==> src/rtl/qam_comb_pkg.sv <==
package qam_comb_pkg;
   localparam int SYM_W = 4;   // widest symbol (16-QAM)

   typedef logic [SYM_W-1:0] sym_t;

   // One carrier weight: sign and magnitude select (1 or 3)
   typedef struct packed {
      logic neg;
      logic triple;
   } weight_t;

   // Two-bit weight code used by 16-QAM: bit1 = negate, bit0 = times three
   function automatic weight_t decode_pair(input logic [1:0] code);
      weight_t w;
      w.neg    = code[1];
      w.triple = code[0];
      return w;
   endfunction
endpackage

==> src/rtl/qam_bit_gatherer.sv <==
module qam_bit_gatherer
   import qam_comb_pkg::*;
(
   input  logic clk,
   input  logic rst_n,
   input  logic mode_16,
   input  logic bit_in,
   input  logic bit_valid,
   output sym_t done_sym
);
   localparam int CNT_W = $clog2(SYM_W);

   logic [SYM_W-2:0] shreg;
   logic [CNT_W-1:0] cnt;
   logic             mode_q;
   logic [CNT_W-1:0] last_idx;
   sym_t             next_sym;

   assign last_idx = mode_16 ? CNT_W'(SYM_W - 1) : CNT_W'(1);
   assign next_sym = mode_16 ? {shreg, bit_in}
                             : {{(SYM_W-2){1'b0}}, shreg[0], bit_in};

   always_ff @(posedge clk or negedge rst_n) begin
      if (!rst_n) begin
         shreg    <= '0;
         cnt      <= '0;
         mode_q   <= 1'b0;
         done_sym <= '0;
      end else begin
         mode_q <= mode_16;
         if (bit_valid) shreg <= {shreg[SYM_W-3:0], bit_in};
         if (mode_16 != mode_q) begin
            cnt <= bit_valid ? CNT_W'(1) : '0;
         end else if (bit_valid) begin
            if (cnt == last_idx) begin
               cnt      <= '0;
               done_sym <= next_sym;
            end else begin
               cnt <= cnt + CNT_W'(1);
            end
         end
      end
   end
endmodule

==> src/rtl/qam_weight_map.sv <==
module qam_weight_map
   import qam_comb_pkg::*;
(
   input  sym_t    sym,
   input  logic    mode_16,
   output weight_t w_i,
   output weight_t w_q
);
   always_comb begin
      if (mode_16) begin
         w_i = decode_pair(sym[1:0]);
         w_q = decode_pair(sym[3:2]);
      end else begin
         w_i = '{neg: sym[1], triple: 1'b0};
         w_q = '{neg: sym[0], triple: 1'b0};
      end
   end
endmodule

==> src/rtl/qam_scaled_term.sv <==
module qam_scaled_term
   import qam_comb_pkg::*;
#(
   parameter int IN_W      = 12,
   parameter int OUT_W     = IN_W + 3,
   parameter bit SHIFT_ADD = 1'b1
) (
   input  logic signed [IN_W-1:0]  x,
   input  weight_t                 w,
   output logic signed [OUT_W-1:0] y
);
   logic signed [OUT_W-1:0] ext;
   logic signed [OUT_W-1:0] mag;

   assign ext = OUT_W'(x);

   generate
      if (SHIFT_ADD) begin : g_shift
         assign mag = w.triple ? (ext <<< 1) + ext : ext;
      end else begin : g_mult
         logic signed [OUT_W-1:0] factor;
         assign factor = w.triple ? OUT_W'(3) : OUT_W'(1);
         assign mag    = OUT_W'(ext * factor);
      end
   endgenerate

   assign y = w.neg ? -mag : mag;
endmodule

==> src/rtl/qam_symbol_combiner.sv <==
module qam_symbol_combiner
   import qam_comb_pkg::*;
#(
   parameter int SAMPLE_W  = 12,
   parameter bit SHIFT_ADD = 1'b1
) (
   input  logic                        clk,
   input  logic                        rst_n,
   input  logic                        mode_16,
   input  logic                        bit_in,
   input  logic                        bit_valid,
   input  logic                        sym_strobe,
   input  logic signed [SAMPLE_W-1:0]  carrier_i,
   input  logic signed [SAMPLE_W-1:0]  carrier_q,
   output logic signed [SAMPLE_W+2:0]  sample_out
);
   localparam int OUT_W = SAMPLE_W + 3;

   initial begin
      if (SAMPLE_W < 2) $error("SAMPLE_W must be at least 2");
      if (SYM_W != 4)   $error("symbol width must be 4");
   end

   sym_t    done_sym;
   sym_t    hold_sym;
   weight_t w_i, w_q;
   logic signed [OUT_W-1:0] term_i, term_q;

   qam_bit_gatherer u_gather (
      .clk(clk), .rst_n(rst_n), .mode_16(mode_16),
      .bit_in(bit_in), .bit_valid(bit_valid), .done_sym(done_sym)
   );

   always_ff @(posedge clk or negedge rst_n) begin
      if (!rst_n)          hold_sym <= '0;
      else if (sym_strobe) hold_sym <= done_sym;
   end

   qam_weight_map u_map (
      .sym(hold_sym), .mode_16(mode_16), .w_i(w_i), .w_q(w_q)
   );

   qam_scaled_term #(.IN_W(SAMPLE_W), .OUT_W(OUT_W), .SHIFT_ADD(SHIFT_ADD)) u_term_i (
      .x(carrier_i), .w(w_i), .y(term_i)
   );
   qam_scaled_term #(.IN_W(SAMPLE_W), .OUT_W(OUT_W), .SHIFT_ADD(SHIFT_ADD)) u_term_q (
      .x(carrier_q), .w(w_q), .y(term_q)
   );

   always_ff @(posedge clk or negedge rst_n) begin
      if (!rst_n) sample_out <= '0;
      else        sample_out <= term_i + term_q;
   end
endmodule

==> config.mk <==
export PLATFORM = sky130hd
export DESIGN_NAME = qam_symbol_combiner
export DESIGN_NICKNAME = d
export VERILOG_FILES = /design/src/rtl/qam_comb_pkg.sv /design/src/rtl/qam_bit_gatherer.sv /design/src/rtl/qam_weight_map.sv /design/src/rtl/qam_scaled_term.sv /design/src/rtl/qam_symbol_combiner.sv
export SDC_FILE = /design/constraint.sdc
export NUM_CORES = 1
export LEC_CHECK = 0
export BUFFER_PORTS_ARGS = -buffer_cell sky130_fd_sc_hd__buf_2
export CAP_MARGIN = 20
export CORE_MARGIN = 10
export CORE_UTILIZATION = 42
export CTS_CLUSTER_DIAMETER = 80
export CTS_CLUSTER_SIZE = 24
export DETAILED_ROUTE_END_ITERATION = 6
export PLACE_DENSITY_LB_ADDON = 0.25
export SYNTH_ARGS = -nofsm -noshare
export SYNTH_HDL_FRONTEND = slang
export SYNTH_SLANG_ARGS = --single-unit
==> constraint.sdc <==
create_clock -name clk -period 3.6 [get_ports clk]
set_input_delay 0.36 -clock clk [delete_from_list [all_inputs] [get_ports clk]]
set_output_delay 0.36 -clock clk [all_outputs]
set_load 0.01 [all_outputs]
==> key figures <==
Run status
  • Run status: finished, final reports clean

Synthesis
  • Ys flop type: dfrtp_1
  • Mapped Cells: 416
  • Syn_nets: 487
  • Syn_area_per_cell: 8.31 um^2
  • Fraction of registers with async set/reset: 1.00
  • Sequential-to-total area share from yosys stat: 0.210
  • Synth unique cells: 65
  • EDFF count, synth: 0
  • Synthesized cell area: 3460 um^2
  • Synth warnings: 0
  • Number of synthesized register bits: 29

Final layout
  • # diodes: 0
  • Layout cells sized above 1: 0.334
  • Most frequent cells in the layout: buf_4, buf_2, ha_1
  • Final #Nets: between 600 and 700
  • Fillcell total: 780
  • Finished Layout Cells: 644
  • Synthesis-to-finish area growth: 35.0%
  • Most common cell after layout, fill and taps aside: buf_4

CTS
  • CTS Sinks: 29
  • CTS tree: built
  • Clk_lat worst skew: 0.28 ns
  • H-tree Lvls: 2
  • Root Driver: clkbuf_8
  • TritonCTS buffer count: 5
  • Clk buf depth: 2
  • Hold bufs inserted after CTS: 0
  • Worst-path clk slew: 0.07 ns

Detailed routing
  • Final ANT Viol Nets: 0
  • First DRT Iteration DRCs: ~110
  • Router iterations before antenna repair: 4
  • Routed via count: ~3,400
  • Drt drc: 0
  • Routed WL: 8560 um
  • Post-DR wirelength/cell: about 13 um
  • Routed vias/inst: 5.25

STA
  • Setup tns final: 0 ns
  • Fin crit period: 3.48 ns
  • Final Hold Viols: 0
  • Final Cycle Share: 0.966
  • Tightest Pin Transition: 0.654 ns
  • Clock Skews: approximately 0.0055 ns
  • Final slew viol count: 0
  • RSZ-0062 raised after global routing: yes
  • Max-slew headroom at the worst pin: 0.564
  • Fmax achieved: about 0.29 GHz
  • Final setup violation count: 0

Power
  • Power Density: 670 nW/um^2
  • P_leak: 2.14 nW
  • Worst IR Drop VDD: 0.487 mV
  • Overall power: 3.13 mW

Placement
  • Placed cell count: 629
  • Port-buffer cells: 44
  • Detailed placement HPWL: between 6000 and 7000 um
  • Final Wtd Congestion: around 0.84

Floorplan
  • I/O pins: 45
  • Initial cell density of the core: 0.427
  • Core ar.: between 8000 and 9000 um^2
  • Chip height: 111 um
  • Die area: 12,300 um^2
  • Chip Width: 111 um
  • FP Rows: 33

Critical path
  • Crit path launch: carrier_i[0]
  • Data required time at the worst endpoint: 3.80 ns
  • CP Class: in -> reg
  • Crit Path Max Fanout: 3
  • Startpoint type of the worst setup path: input port
  • Critical path endpoint category: flop
  • Arr. time, crit path: between 3 and 4 ns
  • Reg2reg start: hold_sym[2]

GRT
  • Vias in the first global route: 3,260
  • First-pass GRT wire length: 14,200 um
  • Largest net degree at the start of global routing: 30
  • Gr usage total: 0.130
  • Initial antenna violation count: 0
  • Grt ovf: 0

Worst hold path
  • HP Class: in -> async

Flow run
  • Max cap viols: 0
[cell type report]
cell class,count,area (um^2),share of cell area
Clock buffer,5,68.8,0.0147
Clock inverter,3,17.5,0.00375
Inverter,24,90.1,0.0193
Multi-Input combinational cell,354,2800,0.599
Sequential cell,29,726,0.155
Tap cell,105,131,0.0281
Timing Repair Buffer,124,840,0.180
[cells by family after synthesis]
family / after synthesis / synth area share
AND/OR/NAND/NOR: 127 / 0.186
AO/OA/AOI/OAI: 119 / 0.231
XOR/XNOR: 51 / 0.129
adder cells (fa/ha/maj): 41 / 0.155
buffers and inverters: 33 / 0.0394
flip-flops: 29 / 0.210
multiplexers: 16 / 0.0492
[routing by layer]
metal,global-route usage,wire (um),vias to the layer above
li1,-,-,1763
met1,0.168,4030,1575
met2,0.220,4200,39
met3,0.0314,278,6
met4,0.0139,42,0
met5,0,0,-
[state kept, by name, indices dropped and copies added, names as in the netlist]
register and cells:
hold_sym 4, sample_out 15, u_gather.cnt 2, u_gather.done_sym 4
u_gather.mode_q 1, u_gather.shreg 3
[worst paths after layout]
path	slack, ns	to	cells after the start
setup / recovery	0.12	sample_out[13]	19
hold / removal	0.11	u_gather.done_sym[0]	1
setup reg to reg	0.31	sample_out[13]	14
hold reg to reg	0.52	u_gather.shreg[2]	1
max in group asynchronous	3.07	hold_sym[0]	1
min in group clk	0.31	u_gather.mode_q	1
[cell usage after synthesis (2+ instances only)]
master / number / area share
or2_2: 3 / 0.0054
nor2_1: 32 / 0.035
o21ai_1: 8 / 0.012
clkbuf_1: 6 / 0.0065
and3_1: 3 / 0.0054
nand3_1: 11 / 0.016
nand2b_1: 3 / 0.0054
o41ai_1: 3 / 0.0076
or3_1: 5 / 0.0090
a21oi_1: 26 / 0.038
nor3b_1: 4 / 0.0087
o22ai_1: 7 / 0.013
mux2_2: 8 / 0.026
a21o_1: 5 / 0.011
o21bai_1: 2 / 0.0043
and2_1: 7 / 0.013
dfrtp_1: 29 / 0.21
nand2_1: 31 / 0.034
mux2i_1: 8 / 0.023
xor2_1: 17 / 0.043
nor3_1: 8 / 0.012
a31oi_1: 5 / 0.0090
a221oi_1: 2 / 0.0051
ha_1: 38 / 0.14
fa_1: 3 / 0.017
a211oi_1: 7 / 0.015
o31ai_1: 8 / 0.017
a31o_2: 2 / 0.0051
nand4_1: 2 / 0.0036
xnor2_1: 34 / 0.086
inv_1: 24 / 0.026
o21a_1: 7 / 0.015
nand3b_1: 2 / 0.0043
o21ai_0: 18 / 0.026
nor4_1: 2 / 0.0036
a311oi_1: 2 / 0.0051
nor2b_1: 6 / 0.011
[through the flow]
stage	instance area (um^2)	util	setup WS, ns	hold slack [ns]
6_report	4670	0.577	0.121	0.107
5_1_grt	4670	0.577	-0.0669	0.158
4_1_cts	4450	0.549	0.00292	0.122
3_5_place_dp	4350	0.538	-0.284	0.428
3_3_place_gp	4350	0.538	-0.204	0.421
2_1_floorplan	3500	-	0.0424	0.0644
[power breakdown]
part | leakage, nW | switching (mW) | internal (mW)
Clock | 0.0439 | 0.131 | 0.133
Combinational | 1.75 | 1.09 | 1.24
Sequential | 0.349 | 0.0705 | 0.465
Total | 2.14 | 1.29 | 1.83
[critical path, cell delays in order]
cell	delay, ns
buf_2	0.12
ha_4	0.13
inv_1	0.04
fa_2	0.36
nor2b_4	0.18
o22ai_2	0.12
xnor2_2	0.17
nor4_2	0.19
a32oi_2	0.10
buf_4	0.15
nor4b_2	0.27
nand2b_1	0.16
xnor2_1	0.08
ha_1	0.21
or3_1	0.30
a211o_1	0.26
a31o_2	0.24
a21oi_2	0.13
xnor2_1	0.12
[what timing repair did]
item,in CTS,in global routing
gates resized for setup,0,37
buffers inserted,1,6
endpoints found under the setup margin,1,4
pin swaps,0,20
endpoints found under the hold margin,0,0
No activity file was read; power rests on OpenSTA's default activity.
